===== config.mk =====
export PLATFORM = sky130hd
export DESIGN_NAME = tx_empty_irq_gen
export DESIGN_NICKNAME = d
export VERILOG_FILES = /design/src/rtl/txe_pkg.sv /design/src/rtl/txe_burst_track.sv /design/src/rtl/txe_char_delay.sv /design/src/rtl/txe_irq_pend.sv /design/src/rtl/tx_empty_irq_gen.sv
export SDC_FILE = /design/constraint.sdc
export NUM_CORES = 1
export LEC_CHECK = 0
export BUFFER_PORTS_ARGS = -buffer_cell sky130_fd_sc_hd__buf_2
export CORE_UTILIZATION = 40
export DETAILED_ROUTE_END_ITERATION = 6
export MAX_ROUTING_LAYER = met4
export PLACE_DENSITY = 0.72
export SKIP_CTS_REPAIR_TIMING = 1
export SLEW_MARGIN = 0
export SYNTH_ARGS = -nofsm -noshare
export SYNTH_HDL_FRONTEND = slang
export SYNTH_SLANG_ARGS = --single-unit

===== constraint.sdc =====
create_clock -name clk -period 1.65 [get_ports clk]
set_input_delay 0.33 -clock clk [delete_from_list [all_inputs] [get_ports clk]]
set_output_delay 0.33 -clock clk [all_outputs]
set_load 0.03 [all_outputs]

===== src/rtl/txe_pkg.sv =====
package txe_pkg;
  typedef enum logic [3:0] {
    ID_NONE = 4'h1,
    ID_THRE = 4'h2
  } txe_id_e;

  localparam int BURST_MIN = 2;
endpackage


===== src/rtl/txe_burst_track.sv =====
module txe_burst_track #(
  parameter int LVL_W = 5
) (
  input  logic             clk,
  input  logic             rst_n,
  input  logic [LVL_W-1:0] fifo_level,
  input  logic             clr,
  output logic             burst_seen
);
  import txe_pkg::*;

  always_ff @(posedge clk or negedge rst_n) begin
    if (!rst_n)
      burst_seen <= 1'b0;
    else if (clr)
      burst_seen <= 1'b0;
    else if (fifo_level >= LVL_W'(BURST_MIN))
      burst_seen <= 1'b1;
  end
endmodule


===== src/rtl/txe_char_delay.sv =====
module txe_char_delay #(
  parameter int FB_W = 4
) (
  input  logic            clk,
  input  logic            rst_n,
  input  logic            start,
  input  logic            abort,
  input  logic            baud_tick,
  input  logic [FB_W-1:0] frame_bits,
  output logic            busy,
  output logic            done
);
  logic [FB_W-1:0] remain;

  // fires on the tick that consumes the last remaining bit time
  assign done = busy && baud_tick && !abort && (remain <= FB_W'(1));

  always_ff @(posedge clk or negedge rst_n) begin
    if (!rst_n) begin
      busy   <= 1'b0;
      remain <= '0;
    end else if (abort) begin
      busy   <= 1'b0;
    end else if (start) begin
      busy   <= 1'b1;
      remain <= frame_bits - FB_W'(1);   // final stop bit excluded
    end else if (done) begin
      busy   <= 1'b0;
    end else if (busy && baud_tick) begin
      remain <= remain - FB_W'(1);
    end
  end
endmodule


===== src/rtl/txe_irq_pend.sv =====
module txe_irq_pend (
  input  logic clk,
  input  logic rst_n,
  input  logic set_evt,
  input  logic clr_evt,
  input  logic enable,
  output logic irq
);
  logic pend;

  // an arming event outranks a clearing strobe in the same cycle
  always_ff @(posedge clk or negedge rst_n) begin
    if (!rst_n)
      pend <= 1'b0;
    else if (set_evt)
      pend <= 1'b1;
    else if (clr_evt)
      pend <= 1'b0;
  end

  assign irq = pend && enable;
endmodule


===== src/rtl/tx_empty_irq_gen.sv =====
module tx_empty_irq_gen #(
  parameter int DEPTH = 16,
  parameter int FB_W  = 4,
  localparam int LVL_W = $clog2(DEPTH + 1)
) (
  input  logic             clk,
  input  logic             rst_n,
  input  logic             fifo_en,
  input  logic             fifo_en_toggle,
  input  logic [3:0]       ier,
  input  logic [LVL_W-1:0] fifo_level,
  input  logic             thr_wr,
  input  logic             iir_rd,
  input  logic             baud_tick,
  input  logic [FB_W-1:0]  frame_bits,
  output logic             thre,
  output logic             irq,
  output logic [3:0]       int_id
);
  import txe_pkg::*;

  logic empty;
  logic burst_seen;
  logic dly_busy, dly_done;
  logic dly_start, dly_abort;
  logic fast_path;
  logic thre_set, thre_clr, thre_rise;
  logic burst_clr;

  assign empty     = (fifo_level == '0);
  assign fast_path = !fifo_en || burst_seen;

  assign dly_start = fifo_en && empty && !thre && !burst_seen
                     && !dly_busy && !fifo_en_toggle;
  assign dly_abort = dly_busy && (!empty || fifo_en_toggle || !fifo_en);

  assign thre_set  = fifo_en_toggle
                     || (empty && !thre && (fast_path || dly_done));
  assign thre_clr  = !empty && !fifo_en_toggle;
  assign thre_rise = thre_set && !thre;
  assign burst_clr = thre_rise || fifo_en_toggle;

  always_ff @(posedge clk or negedge rst_n) begin
    if (!rst_n)
      thre <= 1'b1;
    else if (thre_set)
      thre <= 1'b1;
    else if (thre_clr)
      thre <= 1'b0;
  end

  txe_burst_track #(.LVL_W(LVL_W)) u_burst (
    .clk        (clk),
    .rst_n      (rst_n),
    .fifo_level (fifo_level),
    .clr        (burst_clr),
    .burst_seen (burst_seen)
  );

  txe_char_delay #(.FB_W(FB_W)) u_delay (
    .clk        (clk),
    .rst_n      (rst_n),
    .start      (dly_start),
    .abort      (dly_abort),
    .baud_tick  (baud_tick),
    .frame_bits (frame_bits),
    .busy       (dly_busy),
    .done       (dly_done)
  );

  txe_irq_pend u_pend (
    .clk     (clk),
    .rst_n   (rst_n),
    .set_evt (thre_rise || fifo_en_toggle),
    .clr_evt (thr_wr || iir_rd),
    .enable  (ier[1]),
    .irq     (irq)
  );

  assign int_id = irq ? ID_THRE : ID_NONE;
endmodule


# Word level (Yosys, flattened, before mapping)

Cells that the tools add are included.

Register bits after elaboration: 8
Latch bits: 0
Bits in writable memories: 0
Memory bits (read-only): 0
Bits of input ports: 20
Output and inout bits: 6
Word-level logic and storage cells: 59
Memories kept: 0

Add/subtract/negate cells: 2
Multipliers: 0
Divide/modulo/power cells: 0
Magnitude comparators: 2
Eq/ne operators: 1
Shift-type cells: 0
Multiplexer cells: 13
Bitwise gates (word level): 1
Reduce and logical (&&, ||, !) cells: 35

Operators by type and width:

| kind                | number |
|---|---|
| $logic_and 1x1->1   | 14 |
| $mux 4              | 3 |
| $mux 1              | 9 |
| $reduce_bool 2->1   | 4 |
| $sub 4x1->4 const B | 2 |
| $logic_not 1->1     | 7 |
| $logic_or 1x1->1    | 7 |
| $ge 5x2->1 const B  | 1 |
| $logic_not 5->1     | 1 |
| $le 4x1->1 const B  | 1 |
| $reduce_and 3->1    | 1 |
| $reduce_bool 3->1   | 1 |
| $mux 2              | 1 |
| $ne 2x1->1 const B  | 1 |
| $not 1->1           | 1 |

# Logic depth before layout (Yosys ltp)

Gate-level depths: netlist of the first run.

Depth after elaboration: 14
Gate-level depth with buffers: 6
Gate-level depth less buffers: 6

# By module

Synthesis of the first run repeated with hierarchy kept, for this count alone.

Cells, all modules: 69
Area total of the unflattened synthesis: 624.3 sq um

Modules (own cells, without submodules):

| module           | instances | cells each | area each (sq um) | sequential area each (sq um) |
|---|---|---|---|---|
| txe_char_delay   | 1         | 43         | 382.9             | 125.1 |
| tx_empty_irq_gen | 1         | 18         | 160.2             | 26.3 |
| txe_irq_pend     | 1         | 4          | 42.5              | 25.0 |
| txe_burst_track  | 1         | 4          | 38.8              | 25.0 |

# Worst setup path before layout of the first run

No wires, ideal clock.

Path kind: register to register
From: register u_delay.remain[0]
To: register u_delay.remain[3]
Library setup time: 0.082 ns
Arrival time: 1.459 ns
Path slack: 0.109 ns
Cell stages (with the launch flop): 7
Path buffers: 0
Period minus slack after synthesis: 1.541 ns
Path through: dfrtp_1 > inv_1 > ha_1 > nor2_1 > o31ai_1 > or4_1 > a31oi_1

Word-level cells in the longest chain between the ends: 4

RTL lines:

| what                                        | line                                       | RTL |
|---|---|---|
| start, declared                             | txe_char_delay.sv:13                       | `logic [FB_W-1:0] remain;` |
| start signal, assigned                      | txe_char_delay.sv:26                       | `remain <= frame_bits - FB_W'(1);` |
| start signal, assigned                      | txe_char_delay.sv:30                       | `remain <= remain - FB_W'(1);` |
| $sub 4x1->4 or $le 4x1->1 (tied branches)   | txe_char_delay.sv:30, txe_char_delay.sv:16 |  |
| $mux 4 or $logic_and 1x1->1 (tied branches) | txe_char_delay.sv:29, txe_char_delay.sv:16 |  |
| $mux 4 or $ne 2x1->1 (tied branches)        | -                                          |  |
| $mux 4 or $reduce_and 3->1 (tied branches)  | -                                          |  |

Several ways; a longest one is shown, not always the timed one. The select of a mux whose other input is x is not followed.
A chain may end at the register's enable or synchronous reset.

# Final worst setup path of the first run

Ends and elaborated chain as after synthesis.

==> flow_summary.json, run 1 <==
{
  "status": "complete, no violations",
  "antenna_found_initial": 0,
  "synth_compound_area_share_pct": 15.6,
  "synth_top_area_cell": "dfrtp_1",
  "synth_top_area_share_pct": 29.6,
  "wirelength_mm": 1.30,
  "setup_violations": 0,
  "io_buffers": 20,
  "die_h_um": 40.5,
  "cts_buffer_depth": 2,
  "critical-path-top-delay-family": "simple AND/OR/NAND/NOR gates",
  "synth-simple-area-share_pct": 31.5,
  "syn_area_um2": 592,
  "grt_setup_unrepaired": "no",
  "h-tree-depth": 1,
  "start_util_pct": 44.4,
  "power.total_w": 0.000551,
  "routedWlPerCell_um": 11.8,
  "avgViaCountPerCell": 5.24,
  "cts_buffers": 3,
  "synth-edff-count": 0,
  "hp-start": "frame_bits[3]",
  "synth_top_family_by_area": "simple AND/OR/NAND/NOR gates",
  "syn_avg_cell_area_um2": 8.83,
  "synthAdderAreaFrac_pct": 6.34,
  "dp_hpwl_um": 999,
  "multiInputGateArea_um2": 347,
  "cp_num_buf_inv": 1,
  "grt.overflow.total": 0,
  "critPathKind": "reg2reg",
  "place_area_um2": 722,
  "critPathSlowestCell": "or4_1",
  "finalNetCount": 119,
  "layout-drive-gt1-share_pct": 38.9,
  "drc": 0,
  "max-cap-violations": 0,
  "synth.distinct_cells": 28,
  "end_kind": "flop",
  "p_per_area_nw_per_um2": 715,
  "dr.max_layer_used": "met4",
  "wl_met2_um": 669,
  "first_iter_violations": 11,
  "dr.pass1.iters": 5,
  "fin_crit_ns": 1.56,
  "syn-instance-count": 67,
  "finClkSkew_ns": 0.00772,
  "required_ns": 1.84,
  "synthTopCellsByCount": "8 x inv_1, 8 x nor2_1, 7 x dfrtp_1",
  "cp-start-kind": "flop",
  "critical_path.startpoint": "u_delay.remain[0]$_DFFE_PN0P_",
  "grtUsageTotal_pct": 19.9,
  "cts.reportedPaths.clkPinSlew_ns": 0.07,
  "clock_sinks": 8,
  "arrival_ns": 1.75,
  "fillCellCount": 115,
  "antenna-diode-count": 0,
  "fmax_mhz": 643,
  "final_area_um2": 771,
  "cp_cell_sequence": "inv_2 -> ha_2 -> nor2_2 -> o31ai_1 -> or4_1 -> a31oi_1",
  "synth.area.mux_share_pct": 0,
  "vdd_drop_max_uv": 299,
  "vias": 576,
  "seq_area_frac_synth_pct": 34.0,
  "async_flop_share_pct": 100,
  "area_delta_synth_final_pct": 30.2,
  "m1WireLength_um": 546,
  "ys.flop_type": "dfrtp_1",
  "synthXorXnorAreaFrac_pct": 2.96,
  "cts_tree": "done",
  "core_region_area_um2": 1330,
  "die_area_um2": 1640,
  "grt_pass1_vias": 490,
  "reg2reg_from": "u_delay.remain[0]$_DFFE_PN0P_",
  "setup-tns-final_ns": 0,
  "ant_nets": 0,
  "route.met3.wl_um": 65,
  "ys_top_cells_by_area": "dfrtp_1 30%, ha_1 6.3%, a31oi_1 5.3%",
  "regArea_um2": 201,
  "std_cell_rows": 13,
  "period_share_pct": 94.3,
  "die_width_um": 40.5,
  "grt_pass1_wl_mm": 2.04,
  "ys_ff_latch": 8,
  "clock-root-buffer": "clkbuf_4",
  "slew_violations": 0,
  "synth_warnings": 0,
  "grt_max_degree": 10,
  "clock_latency_ns": 0.27,
  "path_max_fanout": 5,
  "io_pins": 26,
  "slowest_delay_ns": 0.49,
  "p_leak_nw": 0.379,
  "place.gp.congestion": 0.761,
  "hold_class": "in2reg",
  "hold_viol_final": 0
}
through the flow:
step / hold slack, ns / utilization (%) / setup WS [ns] / std cells
4_1_cts: -0.0990 / 56.1 / -0.0230 / 108
6_report: 0.369 / 57.8 / 0.0943 / 110
3_5_place_dp: 0.188 / 54.1 / 0.0172 / 104
5_1_grt: 0.375 / 57.8 / 0.00466 / 110
3_3_place_gp: 0.183 / 54.1 / 0.0659 / 104
2_1_floorplan: 0.0344 / - / 0.109 / 68
registers in the layout, indices dropped and copies added, names as in the netlist:
signal / flops
u_burst.burst_seen: 1
u_pend.pend: 1
thre: 1
u_delay.remain: 4
u_delay.busy: 1
cells by family after synthesis:
group	Yosys count
flops	8
buf+inv	11
fa+ha+maj	3
compound gates	15
other cells	1
simple gates	27
xor+xnor	2
where the power goes:
group,internal (W),leakage [nW],switching [W]
clock,0.0000934,0.0150,0.0000823
combinational,0.0000663,0.262,0.0000830
sequential,0.000213,0.102,0.0000136
path summary, 6_finish.rpt:
| path | to | slack, ns | depth (start not counted) |
|---|---|---|---|
| worst max-delay path | u_delay.remain[3]$_DFFE_PN0P_ | 0.09 | 6 |
| worst min-delay path | u_delay.remain[3]$_DFFE_PN0P_ | 0.37 | 4 |
| worst max register to register | u_delay.remain[3]$_DFFE_PN0P_ | 0.09 | 6 |
| worst min register to register | u_pend.pend$_DFFE_PN0P_ | 0.48 | 1 |
| max in group asynchronous | thre$_DFFE_PN1P_ | 0.97 | 2 |
| min in group asynchronous | u_burst.burst_seen$_DFFE_PN0P_ | 0.43 | 2 |
layout make-up:
type,count,area share (%)
Inverter,8,3.90
Sequential cell,8,26.1
Multi-Input combinational cell,49,45.0
Tap cell,15,2.44
Timing Repair Buffer,26,19.2
Clock buffer,4,3.41
worst register-to-register path, delay by kind of cell (launching register included):
kind,cells,cell delay (ns)
AOI/OAI and AO/OA,2,0.23
adders and majority gates,1,0.19
buffers and inverters,1,0.04
DFF,1,0.41
and+or+nand+nor,2,0.62
metal layers:
layer / global-route usage (%) / vias up
li1: - / 291
met1: 21.3 / 263
met2: 33.7 / 19
met3: 5.00 / 3
met4: 10.0 / 0
met5: - / -
cells in the final DEF, fill, tap and decap left out:
cell type | synthesis | routed
buf_2 | 0 | 20
inv_1 | 8 | 7
nor2_1 | 8 | 7
dfrtp_1 | 7 | 7
a31oi_1 | 5 | 5
buf_4 | 3 | 5
o21ai_0 | 4 | 4
or3_1 | 4 | 4
clkbuf_4 | 0 | 3
nand2_1 | 2 | 2
o31ai_1 | 2 | 2
nand4b_1 | 2 | 2
xor2_1 | 2 | 2
a21oi_1 | 2 | 2
ha_1 | 3 | 2
conb_1 | 1 | 2
inv_2 | 0 | 1
nor4_4 | 1 | 1
nor4b_1 | 1 | 1
nand3_1 | 1 | 1
nor3_4 | 1 | 1
and4bb_1 | 1 | 1
nand2_2 | 1 | 1
nor2_2 | 0 | 1
nor2b_1 | 1 | 1
nand3_2 | 1 | 1
a21o_1 | 1 | 1
a31o_2 | 1 | 1
or4_1 | 1 | 1
nor3_1 | 1 | 1
nand3b_1 | 1 | 1
ha_2 | 0 | 1
clkbuf_1 | 0 | 1
dlygate4sd3_1 | 0 | 1
dfstp_2 | 1 | 1
Power figures use the tool's default switching activity.
==> inputs of run 2 (changes only) <==
--- a/config.mk
+++ b/config.mk
@@ -10,6 +10,7 @@
 export DETAILED_ROUTE_END_ITERATION = 6
 export MAX_ROUTING_LAYER = met4
 export PLACE_DENSITY = 0.72
+export RECOVER_POWER = 100
 export SKIP_CTS_REPAIR_TIMING = 1
 export SLEW_MARGIN = 0
 export SYNTH_ARGS = -nofsm -noshare
==> flow_summary.json, run 2 (synthesis results as in run 1) <==
{
  "fillCellCount": 116,
  "core_region_area_um2": 1330,
  "dr.pass1.iters": 5,
  "wl_met2_um": 680,
  "ant_nets": 0,
  "fmax_mhz": 643,
  "dr.max_layer_used": "met4",
  "required_ns": 1.84,
  "vias": 576,
  "h-tree-depth": 1,
  "arrival_ns": 1.75,
  "hold_class": "in2reg",
  "layout-drive-gt1-share_pct": 37.9,
  "area_delta_synth_final_pct": 30.0,
  "status": "complete, no violations",
  "p_leak_nw": 0.376,
  "reg2reg_from": "u_delay.remain[0]$_DFFE_PN0P_",
  "die_h_um": 40.5,
  "routedWlPerCell_um": 11.8,
  "hp-start": "frame_bits[3]",
  "drc": 0,
  "hold_viol_final": 0,
  "max-cap-violations": 0,
  "slew_violations": 0,
  "grt_max_degree": 10,
  "grt_pass1_vias": 490,
  "antenna-diode-count": 0,
  "finClkSkew_ns": 0.00766,
  "hold_slack_ns": 0.370,
  "antenna_found_initial": 0,
  "cts_buffer_depth": 2,
  "cts.reportedPaths.clkPinSlew_ns": 0.07,
  "cts_buffers": 3,
  "critPathKind": "reg2reg",
  "slowest_delay_ns": 0.49,
  "setup_violations": 0,
  "largest_register_ffs": 4,
  "grt.overflow.total": 0,
  "fin_crit_ns": 1.56,
  "first_iter_violations": 12,
  "critPathSlowestCell": "or4_1",
  "m1WireLength_um": 536,
  "wirelength_mm": 1.30,
  "r2r_setup_slack_ns": 0.09,
  "grt_setup_unrepaired": "no",
  "finalNetCount": 119,
  "grt_pass1_wl_mm": 2.04,
  "setup_slack_ns": 0.0942,
  "clock-root-buffer": "clkbuf_4",
  "final_area_um2": 769,
  "grtUsageTotal_pct": 19.9,
  "cp_cell_sequence": "inv_2 -> ha_2 -> nor2_2 -> o31ai_1 -> or4_1 -> a31oi_1",
  "end_kind": "flop",
  "period_share_pct": 94.3,
  "clock_latency_ns": 0.27,
  "place_area_um2": 722,
  "critical-path-top-delay-family": "simple AND/OR/NAND/NOR gates",
  "r2r_cells": 6,
  "hold_end": "u_delay.remain[3]$_DFFE_PN0P_",
  "path_max_fanout": 5,
  "largest-register": "u_delay.remain",
  "dpl_worst_slack_ns": 0.0172,
  "final_core_util_pct": 57.7,
  "r2r_end": "u_delay.remain[3]$_DFFE_PN0P_",
  "layout_commonest_cell": "buf_2",
  "route.met3.wl_um": 65,
  "place.gp.congestion": 0.761,
  "dp_hpwl_um": 999,
  "io_pins": 26,
  "p_per_area_nw_per_um2": 716,
  "clock_sinks": 8,
  "die_width_um": 40.5,
  "mostFrequentLayoutCells": "19 x buf_2, 7 x inv_1, 7 x nor2_1, 7 x dfrtp_1",
  "cts_tree": "done",
  "die_area_um2": 1640,
  "std_cell_rows": 13,
  "start_util_pct": 44.4,
  "cp_num_buf_inv": 1,
  "power.total_w": 0.000551,
  "io_buffers": 20,
  "vdd_drop_max_uv": 299,
  "hold_path_depth": 4,
  "avgViaCountPerCell": 5.24,
  "cp-start-kind": "flop"
}
## run 2: cell count changes in the layout (fill, tap and decap cells not counted), sizes merged
| cell | delta |
|---|---|
| clkbuf | +1 |
| buf | -1 |
## run 2: where the power goes
| part | total [W] | switching, W | internal, W |
|---|---|---|---|
| clock | 0.000176 | 0.0000823 | 0.0000934 |
| combinational | 0.000149 | 0.0000831 | 0.0000659 |
| sequential | 0.000226 | 0.0000136 | 0.000213 |
| total | 0.000551 | 0.000179 | 0.000372 |
## run 2: cell type report
class / instances / area, um2 / share of cell area (%)
Timing Repair Buffer: 26 / 146 / 19.0
Tap cell: 15 / 18.8 / 2.44
Clock buffer: 4 / 26.3 / 3.41
Inverter: 8 / 30.0 / 3.90
Multi-Input combinational cell: 49 / 347 / 45.0
Sequential cell: 8 / 201 / 26.2
## run 2: through the flow
step	instances	TNS, ns
after floorplan	68	0
after global placement	104	0
after detailed placement	104	0
after CTS	108	-0.0231
after global routing	110	0
final	110	0
## run 2: worst max path at each step
stage / startpoint / endpoint / slack, ns / depth (start not counted)
final: u_delay.remain[0]$_DFFE_PN0P_ / u_delay.remain[3]$_DFFE_PN0P_ / 0.09 / 6
after detailed placement: u_delay.remain[0]$_DFFE_PN0P_ / u_delay.remain[3]$_DFFE_PN0P_ / 0.02 / 6
after floorplan: u_delay.remain[0]$_DFFE_PN0P_ / u_delay.remain[3]$_DFFE_PN0P_ / 0.11 / 6
after global placement: u_delay.remain[0]$_DFFE_PN0P_ / u_delay.remain[3]$_DFFE_PN0P_ / 0.07 / 6
after global routing: u_delay.remain[0]$_DFFE_PN0P_ / u_delay.remain[1]$_DFFE_PN0P_ / 0.005 / 7
after CTS: u_delay.remain[0]$_DFFE_PN0P_ / u_delay.remain[3]$_DFFE_PN0P_ / -0.02 / 6
## run 2: metal layers
metal	GRT usage, %	vias to the layer above
li1	-	290
met1	21.3	264
met2	33.7	19
met3	5.00	3
met4	10.0	0
met5	-	-
## run 2: worst register-to-register path, stage by stage (launching register included)
cell and delay [ns]:
dfrtp_1 0.41, inv_2 0.04, ha_2 0.19, nor2_2 0.13, o31ai_1 0.09, or4_1 0.49, a31oi_1 0.14
==> inputs of run 3 (changes only) <==
--- a/config.mk
+++ b/config.mk
@@ -5,11 +5,11 @@
 export SDC_FILE = /design/constraint.sdc
 export NUM_CORES = 1
 export LEC_CHECK = 0
-export BUFFER_PORTS_ARGS = -buffer_cell sky130_fd_sc_hd__buf_2
+export BUFFER_PORTS_ARGS = -buffer_cell sky130_fd_sc_hd__buf_4
 export CORE_UTILIZATION = 40
 export DETAILED_ROUTE_END_ITERATION = 6
 export MAX_ROUTING_LAYER = met4
-export PLACE_DENSITY = 0.72
+export PLACE_DENSITY = 0.69
 export RECOVER_POWER = 100
 export SKIP_CTS_REPAIR_TIMING = 1
 export SLEW_MARGIN = 0
==> constraint.sdc (replaced) <==
create_clock -name clk -period 1.95 [get_ports clk]
set_input_delay 0.39 -clock clk [delete_from_list [all_inputs] [get_ports clk]]
set_output_delay 0.39 -clock clk [all_outputs]
set_load 0.03 [all_outputs]
==> flow_summary.json, run 3 (synthesis results as in run 1) <==
{
  "status": "complete, no violations",
  "wirelength_mm": 1.26,
  "worstMarginPinSlew_ns": 0.577,
  "ant_nets": 0,
  "fmax_mhz": 575,
  "end_kind": "flop",
  "final_cells": 106,
  "first_iter_violations": 7,
  "largest-register": "u_delay.remain",
  "cts.reportedPaths.clkPinSlew_ns": 0.06,
  "cts_buffer_depth": 2,
  "p_leak_nw": 0.362,
  "clock_sinks": 8,
  "start_util_pct": 44.4,
  "required_ns": 2.14,
  "hold_viol_final": 0,
  "cp_cell_sequence": "inv_1 -> ha_1 -> nor2_1 -> o31ai_1 -> or4_1 -> a31oi_1",
  "grt_pass1_wl_mm": 2.13,
  "io_buffers": 20,
  "drc": 0,
  "antenna_found_initial": 0,
  "std_cell_rows": 13,
  "clock_latency_ns": 0.26,
  "critPathKind": "reg2reg",
  "avgViaCountPerCell": 5.36,
  "relSlewSlack_pct": 61.2,
  "hp-start": "frame_bits[3]",
  "period_share_pct": 89.1,
  "dp.cells": 101,
  "layout_commonest_cell": "buf_4",
  "dp_hpwl_mm": 1.02,
  "critical_path.startpoint": "u_delay.remain[0]$_DFFE_PN0P_",
  "grtUsageTotal_pct": 20.9,
  "routedWlPerCell_um": 11.9,
  "setup-tns-final_ns": 0,
  "arrival_ns": 1.93,
  "finalNetCount": 115,
  "cts_buffers": 3,
  "cp-start-kind": "flop",
  "setup_violations": 0,
  "grt.overflow.total": 0,
  "vdd_drop_max_uv": 445,
  "die_h_um": 40.5,
  "die_area_um2": 1640,
  "r2r_setup_slack_ns": 0.21,
  "h-tree-depth": 1,
  "cts_tree": "done",
  "area_delta_synth_final_pct": 29.6,
  "core_region_area_um2": 1330,
  "largest_register_ffs": 4,
  "grt_pass1_vias": 517,
  "critPathSlowestCell": "or4_1",
  "grt_max_degree": 10,
  "layout-drive-gt1-share_pct": 27.5,
  "power.total_w": 0.000455,
  "clock-root-buffer": "clkbuf_4",
  "hold_class": "in2reg",
  "finClkSkew_ns": 0.00689,
  "path_max_fanout": 6,
  "max-cap-violations": 0,
  "mostFrequentLayoutCells": "16 x buf_4, 8 x inv_1, 8 x nor2_1",
  "p_per_area_nw_per_um2": 594,
  "die_width_um": 40.5,
  "slowest_delay_ns": 0.50,
  "slew_violations": 0,
  "vias": 568,
  "io_pins": 26,
  "fin_crit_ns": 1.74,
  "place.gp.congestion": 0.764,
  "antenna-diode-count": 0,
  "dr.pass1.iters": 2,
  "reg2reg_from": "u_delay.remain[0]$_DFFE_PN0P_",
  "grt_setup_unrepaired": "no"
}
run 3: final cells by class:
cell class              instances  area, um2
clock buffers                   4       26.3
flip-flops and latches          8        201
inverters                       8       30.0
multi-input cells              49        342
repair buffers                 22        149
well taps                      15       18.8
fillers                       144        567
run 3: power by group:
group	switching, W	internal [W]
registers	0.0000110	0.000180
clock network	0.0000644	0.0000788
logic	0.0000673	0.0000538
total	0.000143	0.000313
run 3: critical path, delay by kind of cell, from the launching register on:
family,cells,cell delay [ns]
AO/OA/AOI/OAI,2,0.33
adder cells (fa/ha/maj),1,0.21
buffers and inverters,1,0.06
flip-flops,1,0.41
AND/OR/NAND/NOR,2,0.66
run 3: per-layer routing:
metal	global-route usage (%)	part of all wire [%]	up-vias
li1	-	-	281
met1	21.1	39	269
met2	36.1	53	15
met3	10.0	7.1	3
met4	5.00	0.87	0
met5	-	0	-
run 3: path summary, 6_finish.rpt:
path | endpoint | depth (start not counted)
max in group asynchronous | thre$_DFFE_PN1P_ | 2
setup reg to reg | u_delay.remain[3]$_DFFE_PN0P_ | 6
min in group asynchronous | u_delay.busy$_DFFE_PN0P_ | 2
hold reg to reg | u_pend.pend$_DFFE_PN0P_ | 1
setup / recovery | u_delay.remain[3]$_DFFE_PN0P_ | 6
hold / removal | u_delay.remain[3]$_DFFE_PN0P_ | 4
run 3: stage by stage:
step,utilization [%],hold slack [ns],instance area [um2],worst slack [ns]
floorplan,-,0.0944,596,0.409
global placement,56.2,0.212,749,0.289
detailed placement,56.2,0.214,749,0.239
CTS,58.2,-0.0687,776,0.199
global route,57.5,0.428,767,0.0571
finish,57.5,0.428,767,0.212
